`src/rtl/serial_rx_pkg.sv`:
```
package serial_rx_pkg;
  typedef enum logic [2:0] {
    ST_IDLE,
    ST_START,
    ST_DATA,
    ST_PAR,
    ST_STOP
  } rx_state_e;
endpackage

```
`src/rtl/serial_rx_sync.sv`:
```
module serial_rx_sync #(
  parameter int unsigned STAGES = 2
) (
  input  logic clk_i,
  input  logic rst_ni,
  input  logic d_i,
  output logic q_o,
  output logic fall_o
);
  logic [STAGES-1:0] chain_q;
  logic              prev_q;

  always_ff @(posedge clk_i or negedge rst_ni) begin
    if (!rst_ni) begin
      chain_q <= '1;
      prev_q  <= 1'b1;
    end else begin
      chain_q <= {chain_q[STAGES-2:0], d_i};
      prev_q  <= chain_q[STAGES-1];
    end
  end

  assign q_o    = chain_q[STAGES-1];
  assign fall_o = prev_q & ~q_o;
endmodule

```
`src/rtl/serial_rx_fsm.sv`:
```
module serial_rx_fsm
  import serial_rx_pkg::*;
#(
  parameter int unsigned DATA_W = 8,
  parameter int unsigned OVS    = 16
) (
  input  logic              clk_i,
  input  logic              rst_ni,
  input  logic              active_i,
  input  logic              tick_i,
  input  logic              line_i,
  input  logic              fall_i,
  input  logic              par_en_i,
  input  logic              par_odd_i,
  output logic              done_o,
  output logic [DATA_W-1:0] shift_o,
  output logic              par_err_o,
  output logic              frm_err_o
);
  localparam int unsigned CNT_W     = $clog2(OVS);
  localparam int unsigned IDX_W     = (DATA_W > 1) ? $clog2(DATA_W) : 1;
  localparam logic [CNT_W-1:0] HALF_LAST = CNT_W'(OVS/2 - 1);
  localparam logic [CNT_W-1:0] FULL_LAST = CNT_W'(OVS - 1);
  localparam logic [IDX_W-1:0] IDX_LAST  = IDX_W'(DATA_W - 1);

  rx_state_e         state_q, state_d;
  logic [CNT_W-1:0]  cnt_q, cnt_d;
  logic [IDX_W-1:0]  idx_q, idx_d;
  logic [DATA_W-1:0] shift_q, shift_d;
  logic              acc_q, acc_d;
  logic              perr_q, perr_d;

  always_comb begin
    state_d   = state_q;
    cnt_d     = cnt_q;
    idx_d     = idx_q;
    shift_d   = shift_q;
    acc_d     = acc_q;
    perr_d    = perr_q;
    done_o    = 1'b0;
    frm_err_o = 1'b0;
    if (!active_i) begin
      state_d = ST_IDLE;
      cnt_d   = '0;
    end else begin
      unique case (state_q)
        ST_IDLE: begin
          cnt_d = '0;
          if (fall_i) state_d = ST_START;
        end
        ST_START: if (tick_i) begin
          if (cnt_q == HALF_LAST) begin
            cnt_d = '0;
            if (!line_i) begin
              state_d = ST_DATA;
              idx_d   = '0;
              acc_d   = 1'b0;
              perr_d  = 1'b0;
            end else begin
              state_d = ST_IDLE; // noise, rearm
            end
          end else begin
            cnt_d = cnt_q + 1'b1;
          end
        end
        ST_DATA: if (tick_i) begin
          if (cnt_q == FULL_LAST) begin
            cnt_d   = '0;
            shift_d = {line_i, shift_q[DATA_W-1:1]};
            acc_d   = acc_q ^ line_i;
            if (idx_q == IDX_LAST) state_d = par_en_i ? ST_PAR : ST_STOP;
            else                   idx_d   = idx_q + 1'b1;
          end else begin
            cnt_d = cnt_q + 1'b1;
          end
        end
        ST_PAR: if (tick_i) begin
          if (cnt_q == FULL_LAST) begin
            cnt_d   = '0;
            perr_d  = acc_q ^ line_i ^ par_odd_i;
            state_d = ST_STOP;
          end else begin
            cnt_d = cnt_q + 1'b1;
          end
        end
        ST_STOP: if (tick_i) begin
          if (cnt_q == FULL_LAST) begin
            cnt_d     = '0;
            done_o    = 1'b1;
            frm_err_o = ~line_i;
            state_d   = ST_IDLE;
          end else begin
            cnt_d = cnt_q + 1'b1;
          end
        end
        default: state_d = ST_IDLE;
      endcase
    end
  end

  always_ff @(posedge clk_i or negedge rst_ni) begin
    if (!rst_ni) begin
      state_q <= ST_IDLE;
      cnt_q   <= '0;
      idx_q   <= '0;
      shift_q <= '0;
      acc_q   <= 1'b0;
      perr_q  <= 1'b0;
    end else begin
      state_q <= state_d;
      cnt_q   <= cnt_d;
      idx_q   <= idx_d;
      shift_q <= shift_d;
      acc_q   <= acc_d;
      perr_q  <= perr_d;
    end
  end

  assign shift_o   = shift_q;
  assign par_err_o = perr_q;

  AST_START_WINDOW: assert property (@(posedge clk_i) disable iff (!rst_ni)
    (state_q == ST_START) |-> (cnt_q <= HALF_LAST));
  AST_ABORT_IDLE: assert property (@(posedge clk_i) disable iff (!rst_ni)
    !active_i |=> (state_q == ST_IDLE));
  AST_NO_PAR_STATE: assert property (@(posedge clk_i) disable iff (!rst_ni)
    (state_q == ST_PAR) |-> par_en_i || $past(par_en_i) || $past(state_q == ST_PAR));
endmodule

```
`src/rtl/serial_rx_buf.sv`:
```
module serial_rx_buf #(
  parameter int unsigned DATA_W = 8
) (
  input  logic              clk_i,
  input  logic              rst_ni,
  input  logic              active_i,
  input  logic              load_i,
  input  logic [DATA_W-1:0] data_i,
  input  logic              par_err_i,
  input  logic              frm_err_i,
  input  logic              rd_ack_i,
  input  logic              stat_clr_i,
  output logic [DATA_W-1:0] data_o,
  output logic              err_par_o,
  output logic              err_frm_o,
  output logic              err_ovr_o,
  output logic              done_irq_o,
  output logic              err_irq_o
);
  logic              load;
  logic              full_q;
  logic [DATA_W-1:0] data_q;
  logic [2:0]        flags_q;
  logic              done_q, err_q;

  assign load = load_i & active_i;

  always_ff @(posedge clk_i or negedge rst_ni) begin
    if (!rst_ni) begin
      full_q  <= 1'b0;
      data_q  <= '0;
      flags_q <= '0;
      done_q  <= 1'b0;
      err_q   <= 1'b0;
    end else begin
      done_q <= load;
      err_q  <= load & (par_err_i | frm_err_i | full_q);
      if (load) begin
        data_q  <= data_i;
        flags_q <= {full_q, frm_err_i, par_err_i};
        full_q  <= 1'b1;
      end else begin
        if (rd_ack_i)   full_q  <= 1'b0;
        if (stat_clr_i) flags_q <= '0;
      end
    end
  end

  assign data_o     = data_q;
  assign err_par_o  = flags_q[0];
  assign err_frm_o  = flags_q[1];
  assign err_ovr_o  = flags_q[2];
  assign done_irq_o = done_q;
  assign err_irq_o  = err_q;

  AST_ERR_NEEDS_DONE: assert property (@(posedge clk_i) disable iff (!rst_ni)
    err_irq_o |-> done_irq_o);
  AST_DONE_ONE_CYCLE: assert property (@(posedge clk_i) disable iff (!rst_ni)
    done_irq_o |=> !done_irq_o);
  AST_DATA_ON_DONE: assert property (@(posedge clk_i) disable iff (!rst_ni)
    !$stable(data_o) |-> done_irq_o);
  AST_IDLE_NO_IRQ: assert property (@(posedge clk_i) disable iff (!rst_ni)
    !active_i |=> !done_irq_o && !err_irq_o);
  AST_FLAGS_HOLD: assert property (@(posedge clk_i) disable iff (!rst_ni)
    (!$past(stat_clr_i) && !done_irq_o) |-> $stable({err_par_o, err_frm_o, err_ovr_o}));
endmodule

```
`src/rtl/serial_rx.sv`:
```
module serial_rx #(
  parameter int unsigned DATA_W = 8,
  parameter int unsigned OVS    = 16,
  parameter int unsigned SYNC_N = 2
) (
  input  logic              clk_i,
  input  logic              rst_ni,
  input  logic              tick_i,
  input  logic              rx_en_i,
  input  logic              cs_tx_en_i,
  input  logic              cs_rx_en_i,
  input  logic              par_en_i,
  input  logic              par_odd_i,
  input  logic              rxd_i,
  input  logic              rd_ack_i,
  input  logic              stat_clr_i,
  output logic [DATA_W-1:0] data_o,
  output logic              err_par_o,
  output logic              err_frm_o,
  output logic              err_ovr_o,
  output logic              done_irq_o,
  output logic              err_irq_o
);
  logic              active;
  logic              line, fall;
  logic              done, perr, ferr;
  logic [DATA_W-1:0] shift;

  assign active = rx_en_i & ~cs_tx_en_i & ~cs_rx_en_i;

  serial_rx_sync #(.STAGES(SYNC_N)) i_sync (
    .clk_i, .rst_ni, .d_i(rxd_i), .q_o(line), .fall_o(fall)
  );

  serial_rx_fsm #(.DATA_W(DATA_W), .OVS(OVS)) i_fsm (
    .clk_i, .rst_ni, .active_i(active), .tick_i, .line_i(line), .fall_i(fall),
    .par_en_i, .par_odd_i, .done_o(done), .shift_o(shift),
    .par_err_o(perr), .frm_err_o(ferr)
  );

  serial_rx_buf #(.DATA_W(DATA_W)) i_buf (
    .clk_i, .rst_ni, .active_i(active), .load_i(done), .data_i(shift),
    .par_err_i(perr), .frm_err_i(ferr), .rd_ack_i, .stat_clr_i,
    .data_o, .err_par_o, .err_frm_o, .err_ovr_o, .done_irq_o, .err_irq_o
  );
endmodule

```
`config.mk`:
```
export PLATFORM = sky130hd
export DESIGN_NAME = serial_rx
export DESIGN_NICKNAME = d
export VERILOG_FILES = /design/src/rtl/serial_rx_pkg.sv /design/src/rtl/serial_rx_sync.sv /design/src/rtl/serial_rx_fsm.sv /design/src/rtl/serial_rx_buf.sv /design/src/rtl/serial_rx.sv
export SDC_FILE = /design/constraint.sdc
export NUM_CORES = 1
export LEC_CHECK = 0
export ABC_AREA = 1
export BUFFER_PORTS_ARGS = -buffer_cell sky130_fd_sc_hd__buf_2
export CAP_MARGIN = 10
export CORE_MARGIN = 1.5
export CORE_UTILIZATION = 45
export CTS_BUF_LIST = sky130_fd_sc_hd__clkbuf_4 sky130_fd_sc_hd__clkbuf_8
export DETAILED_ROUTE_END_ITERATION = 8
export PLACE_DENSITY_LB_ADDON = 0.25
export SYNTH_ARGS = -nofsm -noshare
export SYNTH_HDL_FRONTEND = slang
export SYNTH_SLANG_ARGS = --single-unit
```
`constraint.sdc`:
```
create_clock -name clk_i -period 1.45 [get_ports clk_i]
set_input_delay 0.2175 -clock clk_i [delete_from_list [all_inputs] [get_ports clk_i]]
set_output_delay 0.2175 -clock clk_i [all_outputs]
set_load 0.01 [all_outputs]
```
* After elaboration in Yosys (flattened, before gate mapping) *
Index checks and enable logic that the tools add are counted.

storage, ports and cells
  flip-flop bits (word level) = 37
  bits of input ports = 11
  output and inout port bits = 13
  word-level logic and storage cells = 114

operators by class
  $add $sub $neg = 2
  equal/unequal tests = 27
  muxes and demuxes = 48
  bitwise operators = 12
  reductions and logical operators = 12

operators with widths
  kind                                                                    count
  3-bit two-way mux                                                       20
  3-bit != test (second input constant)                                   11
  4-bit two-way mux                                                       5
  1-bit two-way mux                                                       17
  3-bit one-hot mux with 5 select lines                                   1
  7-bit AND reduction                                                     2
  4-bit one-hot mux with 3 select lines                                   1
  2-bit != test (second input constant)                                   5
  10-bit AND reduction                                                    1
  8-bit AND reduction                                                     1
  2-bit nonzero test                                                      4
  3-bit by 2-bit equality test with 1-bit output (second input constant)  2
  3-bit equality test (second input constant)                             2
  2-bit by 1-bit != test with 1-bit output (second input constant)        3
  3-bit one-hot mux with 2 select lines                                   1
  1-bit AND                                                               5
  4-bit by 1-bit adder with 4-bit output (second input constant)          1
  4-bit by 3-bit equality test with 1-bit output (second input constant)  1
  4-bit equality test (second input constant)                             1
  4-bit != test (second input constant)                                   1
  1-bit one-hot mux with 2 select lines                                   2
  4-bit AND reduction                                                     1
  3-bit by 1-bit adder with 3-bit output (second input constant)          1
  3-bit by 1-bit equality test with 1-bit output (second input constant)  1
  other kinds (7)                                                         11

* Longest topological paths before layout *
Gate-level depths: netlist of the first run.

  depth after elaboration = 8
  mapped depth = 9
  gate-level depth less buffers = 9

* Cells and area by module *
Synthesis of the first run repeated with hierarchy kept, for this count alone.

second synthesis, totals
  cell total of the unflattened synthesis = 229
  area total of the unflattened synthesis = 1850.5 sq um

by module, submodules not included
  module          times used  cells each  area an instance (sq um)  seq. area each (sq um)
  serial_rx_fsm   1           163         1213.7                    500.5
  serial_rx_buf   1           58          534.3                     350.3
  serial_rx_sync  1           5           88.8                      78.8
  serial_rx       1           3           13.8                      0.0

* Least setup slack after synthesis of the first run *
Ideal clock, no wire load.

  kind = register to register
  start = reg i_fsm.cnt_q[0]
  end = reg i_fsm.idx_q[0]
  arrival time = 1.264 ns
  setup slack = 0.070 ns
  cell stages (with the launch flop) = 9
  path buffers = 0
  period minus slack after synthesis = 1.380 ns
  cells stage by stage = dfrtp_1 -> ha_1 -> nand2_2 -> nor2_8 -> nand2_2 -> o21ai_4 -> nand2_2 -> nand2_1 -> nand2_1

on the way
  word-level cells in the longest chain between the ends = 3
  elaborated cells on any way between the ends = 5
  those cells by class = eq/ne (4); reduce/logical (1)

RTL lines
  what                                                                                          RTL line                                  RTL
  from (decl)                                                                                   serial_rx_fsm.sv:27                       logic [CNT_W-1:0] cnt_q, cnt_d;
  from (signal assigned)                                                                        serial_rx_fsm.sv:111                      cnt_q <= cnt_d;
  4-bit equality test / 4-bit by 3-bit equality test with 1-bit output (equally long branches)  serial_rx_fsm.sv:67, serial_rx_fsm.sv:52
  2-bit by 1-bit != test with 1-bit output (no source line)                                     --
  8-bit AND reduction (no source line) (*)                                                      --
  to (signal assigned)                                                                          serial_rx_fsm.sv:112                      idx_q <= idx_d;
  to (decl)                                                                                     serial_rx_fsm.sv:28                       logic [IDX_W-1:0] idx_q, idx_d;

Every way passes the cells marked *; elsewhere a longest branch is shown, timed or not.
A chain may end at the register's enable or synchronous reset.

* Final worst setup path of the first run *
  start = reg i_fsm.cnt_q[1]
  end = reg i_buf.data_q[7] (netlist: i_buf.data_o[7])

on the way
  word-level cells in the longest chain between the ends = 6

RTL lines
  what                  RTL line             RTL
  4-bit equality test   serial_rx_fsm.sv:87  if (cnt_q == FULL_LAST) begin
  1-bit two-way mux     serial_rx_fsm.sv:87
  1-bit two-way mux     serial_rx_fsm.sv:86  ST_STOP: if (tick_i) begin
  1-bit two-way mux     serial_rx_fsm.sv:46  unique case (state_q)
  1-bit two-way mux     serial_rx_fsm.sv:42  if (!active_i) begin
  1-bit AND             serial_rx_buf.sv:26  assign load = load_i & active_i;
  to (signal assigned)  serial_rx_buf.sv:39  data_q <= data_i;
  to (decl)             serial_rx_buf.sv:22  logic [DATA_W-1:0] data_q;

No other way between the ends.

==> results.ini, run 1 <==
[layout]
fillCellCount=410
layout.cells.non_filler=318
mostFrequentLayoutCell=sky130_fd_sc_hd__nand2_1
layout-drive-gt1-share_pct=43.6
area_of_all_placed_cells_without_fillers_mm2=0.00255
num-nets-final=279
commonest_non_fill_non_tap_cells_in_the_layout=sky130_fd_sc_hd__nand2_1 (52), sky130_fd_sc_hd__dfrtp_1 (32), sky130_fd_sc_hd__buf_2 (23)
antenna_cells_inserted=0
area_grow_syn2layout_pct=27.6

[clocking]
worst_skew_pair.late_latency_ps=290
clk_pin_slew_worst_paths_ps=70
clock_tree.htree_level_count=2
max-clock-path-buffers=2
cts.root.buffer_cell=sky130_fd_sc_hd__clkbuf_8
tritoncts.num_buffers=5
tritoncts=yes
tritoncts_sinks=37

[global_route]
grt-ovfl-total=0
antenna_violations_before_repair=0
grt_use_total_pct=16.9
global_route_wire_length_before_repair_mm=6.60
grt_start_max_net_pins=25
via_count_of_the_first_global_routing_pass=1484

[synthesis]
synth_edf_count=0
synth.yosys.seq_area_share_pct=46.4
synth_simple_gate_area_share_pct=29.7
largest_family_of_logic_cells_by_synthesized_area=simple AND/OR/NAND/NOR gates
share_of_synthesized_flip_flops_with_an_asynchronous_set_or_reset_pct=100
synthesis.instances=220
post_syn_area_per_cell_um2=9.10
synth_compound_area_share_pct=13.7
muxShareOfSynthArea_pct=0
post_synth_fa_ha_maj_area_fraction_pct=1.88
synth-xor-area-share_pct=0.875
synth_top_flop_cell=sky130_fd_sc_hd__dfrtp_1
mappedNetlistArea_mm2=0.00200
post_synth_num_cell_types=31
synth_seq_cells=37
yosysWarningCount=0
net_count_after_synthesis=234

[floorplan]
design.die.area_mm2=0.00486
floorplan.rows=24
die-width_um=69.7
coreArea_mm2=0.00432
floorplan.io_pins=24
initial_core_util_pct=46.3
die_height_um=69.7

[sta]
slew_headroom_pct=68.6
finalSetupViolations=0
setup_ws_ps=2.73
finClkSkew_ps=4.86
max_freq_mhz=691
tightestPinTransition_ps=471
final_min_period_over_clock_period_pct=99.8
report.final.hold_viol_count=0
period_needed_ps=1450
setup_tns_ps=0
rsz_0062_raised_after_global_routing=yes
maxSlewViolCount=0

[worst_setup_path]
cp_slowest_cell=sky130_fd_sc_hd__dfrtp_1
worst_path_largest_cell_delay_ps=380
worst-path-max-fanout=6
crit_chain=ha_2, nand2_4, nor2_8, nand4_4, clkbuf_16, nand2_1, o21ai_2
crit_path_end_kind=register
worst_ep_arrival_time_ps=1630
worstSetupStartpointType=register
timing.critical_path.required_ps=1630
worst-setup-path-type=register to register

[route]
initialDrtViolationCount=74
wire_per_inst_um=12.7
postRouteWirelength_mm=4.05
via_per_inst=4.97
drt_pass1_iterations=5
remaining_drc_errors=0
route.antenna.remaining_nets=0
num_vias=1581

[placement]
port-buffer-count=23
dpl-instance-area_mm2=0.00226
place_inst=305
place_worst_setup_slack_ps=22.0
dp.final_hpwl_mm=2.81
gp_congestion=0.792

[outcome]
run_status=completed

[power]
max-vdd-ir-drop_mv=0.563
cell_internal_pwr_uw=1640
proportion_of_power_drawn_by_flip_flops_and_latches_pct=50.2
finalPower_uw=2080
share_clk_of_total_power_pct=44.6
powerDensity_mw_per_mm2=815
p_comb_share_pct=5.2
power.switching_fraction_pct=21.4
power.leakage_uw=0.00125
net-switching-power_uw=446

[worst_hold_path]
hp-class=primary input to register

[job]
max-cap-violations=0

==> stage by stage <==
| step | hold WS, ps | util, % |
|---|---|---|
| finish | 19.6 | 59.1 |
| global route | 10.7 | 59.1 |
| CTS | 10.4 | 55.6 |
| detailed placement | 205 | 52.3 |
| global placement | 195 | 52.3 |
| floorplan | -78.1 | - |
==> synth_stat cells, types with 2 or more instances <==
cell / count / share of area, %
sky130_fd_sc_hd__ha_1: 3 / 1.9
sky130_fd_sc_hd__o21ai_0: 4 / 1.0
sky130_fd_sc_hd__inv_1: 23 / 4.3
sky130_fd_sc_hd__nand3_1: 18 / 4.5
sky130_fd_sc_hd__inv_2: 4 / 0.75
sky130_fd_sc_hd__o21ai_1: 7 / 1.7
sky130_fd_sc_hd__nor2_1: 9 / 1.7
sky130_fd_sc_hd__nor2_2: 3 / 0.94
sky130_fd_sc_hd__a21oi_1: 2 / 0.50
sky130_fd_sc_hd__nand2_2: 7 / 2.2
sky130_fd_sc_hd__nand4_1: 3 / 0.94
sky130_fd_sc_hd__dfstp_2: 3 / 3.9
sky130_fd_sc_hd__nor2_4: 3 / 1.7
sky130_fd_sc_hd__dfrtp_1: 34 / 43
sky130_fd_sc_hd__buf_6: 2 / 1.1
sky130_fd_sc_hd__nand3_2: 4 / 2.0
sky130_fd_sc_hd__nand2_1: 58 / 11
sky130_fd_sc_hd__nand3b_1: 3 / 1.1
sky130_fd_sc_hd__o21ai_2: 17 / 7.4
sky130_fd_sc_hd__xor2_1: 2 / 0.88
==> layout make-up <==
type	count	area, um2	share of cell area (%)
inverter	28	110	4.31
multi-input combinational	152	1010	39.7
clock buffer	6	82.6	3.23
sequential	37	932	36.5
timing repair buffer	41	313	12.2
tap	52	65.1	2.55
clock inverter	2	37.5	1.47
==> power groups by stage <==
stage                     combinational (uW)  sequential [uW]  clock, uW
final                                    108             1050        929
after global routing                     122             1050       1000
after CTS                                105             1040        960
after detailed placement                 103             1060          0
after global placement                   101             1060          0
after floorplan                         40.8             1060          0
==> critical path, delay by kind of cell, from the launching register on <==
family	cells	cell delay, ps
AO/OA/AOI/OAI	1	50
flip-flops	1	380
buffers and inverters	1	200
adder cells (fa/ha/maj)	1	220
AND/OR/NAND/NOR	4	490
==> registers in the layout, summed over array words and instances, names as in the netlist, 2 cells and up <==
register / count
i_buf.data_o: 8
i_buf.flags_q: 3
i_fsm.cnt_q: 4
i_fsm.idx_q: 3
i_fsm.shift_o: 8
i_fsm.state_q: 3
i_sync.chain_q: 2
==> metal layers <==
| layer | global-route usage, % | part of all wire (%) | vias to the layer above | routed length [um] |
|---|---|---|---|---|
| li1 | - | - | 807 | - |
| met1 | 22.5 | 48 | 740 | 1950 |
| met2 | 27.1 | 48 | 27 | 1930 |
| met3 | 4.22 | 3.1 | 7 | 125 |
| met4 | 5.77 | 1.4 | 0 | 57 |
| met5 | 0 | 0 | - | 0 |
==> final timing paths <==
| kind | startpoint | to | depth (start not counted) | slack, ps |
|---|---|---|---|---|
| worst max register to register | i_fsm.cnt_q[1] | i_buf.data_o[7] | 7 | 3 |
| worst min register to register | i_sync.chain_q[0] | i_sync.chain_q[1] | 0 | 370 |
| worst min-delay path | rxd_i | i_sync.chain_q[0] | 1 | 20 |
| worst max-delay path | i_fsm.cnt_q[1] | i_buf.data_o[7] | 7 | 3 |
| min in group asynchronous | rst_ni | i_buf.data_o[1] | 2 | 410 |
| max in group asynchronous | rst_ni | i_fsm.state_q[1] | 3 | 560 |
==> cell families (layout without fill, tap and decap cells) <==
logic type | count (synthesis) | count (layout)
AOI/OAI and AO/OA | 34 | 34
buffers and inverters | 31 | 77
xor gates and xnor gates | 2 | 2
DFF | 37 | 37
and+or+nand+nor | 113 | 113
adders and majority gates | 3 | 3
==> what timing repair did <==
item,4_1_cts,5_1_grt
resized for setup,1,28
setup buffers,1,1
hold buffers,1,0
endpoints found under the setup margin,1,21
pin swaps,2,9
hold endpoints to repair,15,0
gates cloned,0,2
Power figures use the tool's default switching activity.
==> inputs of run 2 (changes only) <==
Settings changed: CORE_MARGIN 1.5 to 5, GPL_ROUTABILITY_DRIVEN from default to 0.
==> run 2 against run 1 <==
Compared with the run above:
- sequential power about the same
- critical path depth rose by 1
- clock skew is 3.9 ps higher
- utilization down 2.8 points
- non-clock buffer count decreased by 3
- via count decreased by 3.0%
- combinational power about the same
- critical endpoint is now i_fsm.acc_q
==> results.ini, run 2 (same netlist as run 1, synthesis figures left out) <==
[worst_setup_path]
worst-setup-path-type=register to register  ; unchanged
worst_ep_arrival_time_ps=1570  ; was 1630 ps
cp_slowest_cell=sky130_fd_sc_hd__dfrtp_1  ; unchanged
worst_path_largest_cell_delay_ps=360  ; was 380 ps
critical_path.most_common_cell=sky130_fd_sc_hd__nand2_1
crit_chain=ha_2, nand2_4, nor2_8, nand2_4, o21ai_2, nand2_1, nand2_1, nand2_1  ; was ha_2, nand2_4, nor2_8, nand4_4, clkbuf_16, nand2_1, o21ai_2
worst-path-max-fanout=4  ; was 6
timing.critical_path.required_ps=1630  ; about the same
critical_path.top_delay_family=simple AND/OR/NAND/NOR gates  ; unchanged
critPathBufInv=0  ; was 1
crit_path_end_kind=register  ; unchanged
worstSetupStartpointType=register  ; unchanged

[global_route]
global_route_wire_length_before_repair_mm=6.58  ; was 6.60 mm
antenna_violations_before_repair=0  ; unchanged
via_count_of_the_first_global_routing_pass=1462  ; was 1484
grt_use_total_pct=13.7  ; was 16.9%
grt_start_max_net_pins=25  ; unchanged
grt-ovfl-total=0  ; unchanged

[worst_hold_path]
hp-class=primary input to register  ; unchanged

[power]
p_comb_share_pct=5.2  ; about the same
cell_internal_pwr_uw=1600  ; was 1640 uW
proportion_of_power_drawn_by_flip_flops_and_latches_pct=51.1  ; was 50.2%
share_clk_of_total_power_pct=43.7  ; was 44.6%
powerDensity_mw_per_mm2=837  ; was 815 mW/mm2
finalPower_uw=2040  ; was 2080 uW
power.leakage_uw=0.00121  ; was 0.00125 uW
max-vdd-ir-drop_mv=0.494  ; was 0.563 mV
net-switching-power_uw=435  ; was 446 uW
power.switching_fraction_pct=21.4  ; about the same

[clocking]
tritoncts=yes  ; unchanged
worst_skew_pair.late_latency_ps=290  ; about the same
max-clock-path-buffers=2  ; unchanged
clock_tree.htree_level_count=2  ; unchanged
tritoncts_sinks=37  ; unchanged
tritoncts.num_buffers=5  ; unchanged
clk_pin_slew_worst_paths_ps=70  ; about the same
cts.root.buffer_cell=sky130_fd_sc_hd__clkbuf_8  ; unchanged
post-cts-setup-buffers=0  ; was 1

[sta]
rsz_0062_raised_after_global_routing=yes  ; unchanged
final_min_period_over_clock_period_pct=96.1  ; was 99.8%
finClkSkew_ps=8.72  ; was 4.86 ps
maxSlewViolCount=0  ; unchanged
tightestPinTransition_ps=496  ; was 471 ps
period_needed_ps=1390  ; was 1450 ps
slew_headroom_pct=66.9  ; was 68.6%
setup_tns_ps=0  ; unchanged
max_freq_mhz=718  ; was 691 MHz
report.final.hold_viol_count=0  ; unchanged
finalSetupViolations=0  ; unchanged

[floorplan]
design.die.area_mm2=0.00588  ; was 0.00486 mm2
die_height_um=76.7  ; was 69.7 um
initial_core_util_pct=46.3  ; unchanged
floorplan.rows=24  ; unchanged
die-width_um=76.7  ; was 69.7 um
floorplan.io_pins=24  ; unchanged
coreArea_mm2=0.00432  ; unchanged

[route]
postRouteWirelength_mm=3.87  ; was 4.05 mm
initialDrtViolationCount=52  ; was 74
num_vias=1534  ; was 1581
wire_per_inst_um=12.3  ; was 12.7 um
via_per_inst=4.87  ; was 4.97
drt_pass1_iterations=4  ; was 5
route.antenna.remaining_nets=0  ; unchanged
remaining_drc_errors=0  ; unchanged

[outcome]
run_status=completed  ; unchanged

[layout]
layout-drive-gt1-share_pct=39.2  ; was 43.6%
area_grow_syn2layout_pct=21.6  ; was 27.6%
commonest_non_fill_non_tap_cells_in_the_layout=sky130_fd_sc_hd__nand2_1 (58), sky130_fd_sc_hd__dfrtp_1 (33), sky130_fd_sc_hd__buf_2 (23)  ; was sky130_fd_sc_hd__nand2_1 (52), sky130_fd_sc_hd__dfrtp_1 (32), sky130_fd_sc_hd__buf_2 (23)
fillCellCount=403  ; was 410
layout.cells.non_filler=315  ; was 318
antenna_cells_inserted=0  ; unchanged
mostFrequentLayoutCell=sky130_fd_sc_hd__nand2_1  ; unchanged
total_area_of_multi_input_combinational_cells_um2=980  ; was 0.00101 mm2
num-nets-final=276  ; was 279
register_area_um2=931  ; was 932 um2
area_of_all_placed_cells_without_fillers_mm2=0.00243  ; was 0.00255 mm2

[placement]
place_inst=306  ; was 305
dpl-instance-area_mm2=0.00226  ; about the same
dp.final_hpwl_mm=2.83  ; was 2.81 mm
port-buffer-count=23  ; unchanged

[job]
max-cap-violations=0  ; unchanged

-- run 2: metal layers --
| layer | share of wire [%] | global-route usage (%) |
|---|---|---|
| met5 | 0 | 0 |
| met4 | 1.8 | 4.20 |
| met3 | 5.1 | 4.80 |
| met2 | 47 | 21.7 |
| met1 | 46 | 17.6 |
-- run 2: power by group through the flow --
stage / Sequential, uW / Clock (uW) / Combinational (uW)
2_1_floorplan: 1060 / 0 / 40.8
3_3_place_gp: 1060 / 0 / 102
3_5_place_dp: 1060 / 0 / 103
4_1_cts: 1040 / 922 / 106
5_1_grt: 1040 / 966 / 121
6_report: 1040 / 891 / 105
-- run 2: stage by stage --
| step | setup slack, ps | util, % | hold WS, ps |
|---|---|---|---|
| floorplan | 69.6 | - | -78.1 |
| global placement | 55.8 | 52.2 | 210 |
| detailed placement | 31.1 | 52.2 | 215 |
| CTS | 16.4 | 55.0 | 11.2 |
| global route | -33.4 | 56.3 | 19.9 |
| finish | 57.2 | 56.3 | 23.6 |
-- run 2: final cells by class --
type / count / area share, %
multi-input combinational: 152 / 40.2
sequential: 37 / 38.2
clock buffer: 6 / 3.13
tap: 52 / 2.67
clock inverter: 2 / 1.44
inverter: 28 / 4.32
timing repair buffer: 38 / 9.97
-- run 2: timing repair --
action,in CTS,in global routing
endpoints found under the hold margin,18,0
endpoints found under the setup margin,0,13
hold buffers,1,0
resized for setup,0,16
-- run 2: worst paths after layout --
path                       cells after the start              start  slack (ps)                 to
hold / removal                                 1              rxd_i          20  i_sync.chain_q[0]
setup / recovery                               8     i_fsm.cnt_q[0]          60        i_fsm.acc_q
min in group asynchronous                      2             rst_ni         460   i_buf.done_irq_o
setup reg to reg                               8     i_fsm.cnt_q[0]          60        i_fsm.acc_q
hold reg to reg                                0  i_sync.chain_q[0]         360  i_sync.chain_q[1]
max in group asynchronous                      3             rst_ni         460   i_fsm.state_q[2]
==> inputs of run 3 (changes only) <==
Settings changed: ABC_AREA 1 to 0, CELL_PAD_IN_SITES_DETAIL_PLACEMENT from default to 0, CELL_PAD_IN_SITES_GLOBAL_PLACEMENT from default to 1, CORE_UTILIZATION 45 to 42, SETUP_SLACK_MARGIN from default to 0.05.
==> run 3 against run 2 <==
Compared with the run above:
- the run now ends with negative setup slack left
- global-route usage grew 2.5 points
- synthesized cell count shrank 15%
- critical path depth decreased by 3
- synthesized area down 5.3%
- design area increased by 12%
- register-to-register slack worse by 310 ps
- count of clock-buffer cells in the layout is the same
- non-clock buffer count increased by 40
- final cell count down 0.63%
- clock power up 4.4%
- fmax fell by 18%
- total power grew 2.7%
- largest cell class unchanged
==> results.ini, run 3 <==
[outcome]
run_status=finished, violations left  ; was completed
violations=negative setup slack

[worst_setup_path]
worstSetupStartpointType=register  ; unchanged
crit_path_end_kind=register  ; unchanged
timing.critical_path.required_ps=1670  ; was 1630 ps
worst-setup-path-type=register to register  ; unchanged
worst-path-max-fanout=8  ; was 4
worst_ep_arrival_time_ps=1920  ; was 1570 ps

[route]
num_vias=1663  ; was 1534
drt_pass1_iterations=4  ; unchanged
wire_per_inst_um=14.7  ; was 12.3 um
initialDrtViolationCount=68  ; was 52
via_per_inst=5.31  ; was 4.87
route.antenna.remaining_nets=0  ; unchanged
remaining_drc_errors=0  ; unchanged
postRouteWirelength_mm=4.61  ; was 3.87 mm

[layout]
fillCellCount=348  ; was 403
commonest_non_fill_non_tap_cells_in_the_layout=sky130_fd_sc_hd__buf_4 (40), sky130_fd_sc_hd__dfrtp_1 (31), sky130_fd_sc_hd__buf_2 (23)  ; was sky130_fd_sc_hd__nand2_1 (58), sky130_fd_sc_hd__dfrtp_1 (33), sky130_fd_sc_hd__buf_2 (23)
antenna_cells_inserted=0  ; unchanged
total_area_of_multi_input_combinational_cells_um2=981  ; was 980 um2
area_grow_syn2layout_pct=43.7  ; was 21.6%
layout-drive-gt1-share_pct=51.0  ; was 39.2%
mostFrequentLayoutCell=sky130_fd_sc_hd__buf_4  ; was sky130_fd_sc_hd__nand2_1
register_area_um2=933  ; was 931 um2
num-nets-final=274  ; was 276

[synthesis]
post_synth_fa_ha_maj_area_fraction_pct=1.98  ; was 1.88%
largest_cells_by_area_after_synthesis=sky130_fd_sc_hd__dfrtp_1 (45%), sky130_fd_sc_hd__nand2_1 (6.9%), sky130_fd_sc_hd__dfstp_2 (4.2%), sky130_fd_sc_hd__mux2_1 (3.0%), sky130_fd_sc_hd__o21ai_0 (2.4%)  ; was sky130_fd_sc_hd__dfrtp_1 (43%), sky130_fd_sc_hd__nand2_1 (11%), sky130_fd_sc_hd__o21ai_2 (7.4%), sky130_fd_sc_hd__nand3_1 (4.5%), sky130_fd_sc_hd__inv_1 (4.3%)
share_of_synthesized_flip_flops_with_an_asynchronous_set_or_reset_pct=100  ; unchanged
post_synth_num_cell_types=50  ; was 31
post-synth-top-count-cell=sky130_fd_sc_hd__nand2_1  ; unchanged
yosysWarningCount=0  ; unchanged
synth_compound_area_share_pct=15.3  ; was 13.7%
synth-xor-area-share_pct=1.39  ; was 0.875%
synth_common_cells=sky130_fd_sc_hd__nand2_1 (35), sky130_fd_sc_hd__dfrtp_1 (34), sky130_fd_sc_hd__o21ai_0 (9)  ; was sky130_fd_sc_hd__nand2_1 (58), sky130_fd_sc_hd__dfrtp_1 (34), sky130_fd_sc_hd__inv_1 (23)
synth_simple_gate_area_share_pct=22.0  ; was 29.7%
mappedNetlistArea_mm2=0.00190  ; was 0.00200 mm2
synth_top_flop_cell=sky130_fd_sc_hd__dfrtp_1  ; unchanged
largest_family_of_logic_cells_by_synthesized_area=simple AND/OR/NAND/NOR gates  ; unchanged
synth.yosys.seq_area_share_pct=49.0  ; was 46.4%
post-synth-top-area-fraction_pct=44.9  ; was 42.5%
post_syn_area_per_cell_um2=10.1  ; was 9.10 um2
synth_top_area_cell=sky130_fd_sc_hd__dfrtp_1  ; unchanged
muxShareOfSynthArea_pct=5.28  ; was 0%
net_count_after_synthesis=201  ; was 234
synthesis.instances=187  ; was 220
synth_edf_count=0  ; unchanged
synth_seq_cells=37  ; unchanged

[floorplan]
coreArea_mm2=0.00435  ; was 0.00432 mm2
initial_core_util_pct=43.6  ; was 46.3%
design.die.area_mm2=0.00596  ; was 0.00588 mm2
die-width_um=77.2  ; was 76.7 um
floorplan.rows=24  ; unchanged
floorplan.io_pins=24  ; unchanged
die_height_um=77.2  ; was 76.7 um

[global_route]
use_met2_pct=27.4  ; was 21.7%
gr-usage-met3_pct=4.33  ; was 4.80%
grt_use_met1_pct=20.2  ; was 17.6%
grt.busiest_layer=met2  ; unchanged
antenna_violations_before_repair=0  ; unchanged
grt_start_max_net_pins=38  ; was 25
grt-ovfl-total=0  ; unchanged
grt_use_total_pct=16.3  ; was 13.7%
global_route_wire_length_before_repair_mm=7.90  ; was 6.58 mm
via_count_of_the_first_global_routing_pass=1683  ; was 1462

[clocking]
worst_skew_pair.late_latency_ps=290  ; about the same
tritoncts=yes  ; unchanged
max-clock-path-buffers=2  ; unchanged
clock_tree.htree_level_count=2  ; unchanged
tritoncts_sinks=37  ; unchanged
tritoncts.num_buffers=5  ; unchanged
clk_pin_slew_worst_paths_ps=80  ; was 70 ps
cts.root.buffer_cell=sky130_fd_sc_hd__clkbuf_8  ; unchanged

[placement]
place_worst_setup_slack_ps=-276  ; was 31.1 ps
dp.final_hpwl_mm=3.14  ; was 2.83 mm
port-buffer-count=23  ; unchanged

[sta]
max_freq_mhz=589  ; was 718 MHz
finClkSkew_ps=9.56  ; was 8.72 ps
report.final.hold_viol_count=0  ; unchanged
whs_ps=31.8  ; was 23.6 ps
tightestPinTransition_ps=463  ; was 496 ps
final_min_period_over_clock_period_pct=117  ; was 96.1%
maxSlewViolCount=0  ; unchanged
period_needed_ps=1700  ; was 1390 ps
finalSetupViolations=31  ; was 0
rsz_0062_raised_after_global_routing=yes  ; unchanged
slew_headroom_pct=69.1  ; was 66.9%
setup_ws_ps=-248  ; was 57.2 ps

[power]
powerDensity_mw_per_mm2=767  ; was 837 mW/mm2
power.leakage_uw=0.00134  ; was 0.00121 uW
max-vdd-ir-drop_mv=0.575  ; was 0.494 mV

[worst_hold_path]
hp-class=primary input to register  ; unchanged

[job]
max-cap-violations=0  ; unchanged

## run 3: changes by cell type after synthesis, moves of 5 or more
cell,before,now
sky130_fd_sc_hd__buf_2,0,8
sky130_fd_sc_hd__inv_1,23,7
sky130_fd_sc_hd__mux2_1,0,5
sky130_fd_sc_hd__nand2_1,58,35
sky130_fd_sc_hd__nand2_2,7,0
sky130_fd_sc_hd__nand3_1,18,8
sky130_fd_sc_hd__o21ai_0,4,9
sky130_fd_sc_hd__o21ai_2,17,1
## run 3: cells by family after synthesis
logic type	Yosys count
adders and majority gates	3
buffers and inverters	19
muxes	9
DFF	37
and+or+nand+nor	75
AOI/OAI and AO/OA	41
xor gates and xnor gates	3
## run 3: through the flow
stage          utilization (%)  TNS, ps  area (um2)  instances  total power, uW
3_3_place_gp              53.3    -3280        2320        290             1170
4_1_cts                   60.5    -3170        2630        309             2120
5_1_grt                   62.6    -5890        2730        313             2190
2_1_floorplan                -    -1910        1920        187             1110
3_5_place_dp              53.3    -3970        2320        290             1170
6_report                  62.6    -3830        2730        313             2090
## run 3: worst max-delay path, cell delays in order, from the launching register on
cell	delay, ps
sky130_fd_sc_hd__dfrtp_2	490
sky130_fd_sc_hd__or3b_4	430
sky130_fd_sc_hd__nor4_4	300
sky130_fd_sc_hd__o21ai_2	160
sky130_fd_sc_hd__nor4_2	150
sky130_fd_sc_hd__a21o_1	100
## run 3: cell type report
| type | instances | share of cell area [%] |
|---|---|---|
| clock buffer | 6 | 3.03 |
| clock inverter | 2 | 1.38 |
| inverter | 7 | 0.964 |
| multi-input combinational | 131 | 36.0 |
| sequential | 37 | 34.2 |
| tap | 52 | 2.39 |
| timing repair buffer | 78 | 22.0 |
## run 3: path summary, 6_finish.rpt
path	cells past startpoint	slack (ps)	to	startpoint
worst min register to register	0	360	i_sync.chain_q[1]	i_sync.chain_q[0]
worst max-delay path	5	-250	i_fsm.idx_q[0]	i_fsm.state_q[1]
max in group asynchronous	3	590	i_sync.chain_q[0]	rst_ni
worst max register to register	5	-250	i_fsm.idx_q[0]	i_fsm.state_q[1]
worst min-delay path	1	30	i_sync.chain_q[0]	rxd_i
min in group asynchronous	3	490	i_fsm.state_q[0]	rst_ni
## run 3: report_power, final
group | switching (uW) | total, uW | internal [uW] | leakage (uW)
Sequential | 3.74 | 1050 | 1040 | 0.000501
Combinational | 67.3 | 117 | 49.8 | 0.000780
Clock | 371 | 930 | 559 | 0.0000574
Total | 442 | 2090 | 1650 | 0.00134
## run 3: routing by layer
metal	up-vias	part of all wire, %
met5	-	0
met4	0	1.0
met3	6	3.8
met2	33	52
met1	821	43
li1	803	-
## run 3: timing repair
item,4_1_cts,5_1_grt
setup buffers,10,3
endpoints found under the hold margin,34,0
pin swaps,19,9
gates resized for setup,31,23
endpoints found under the setup margin,33,34
hold buffers,1,0
gates cloned,0,1
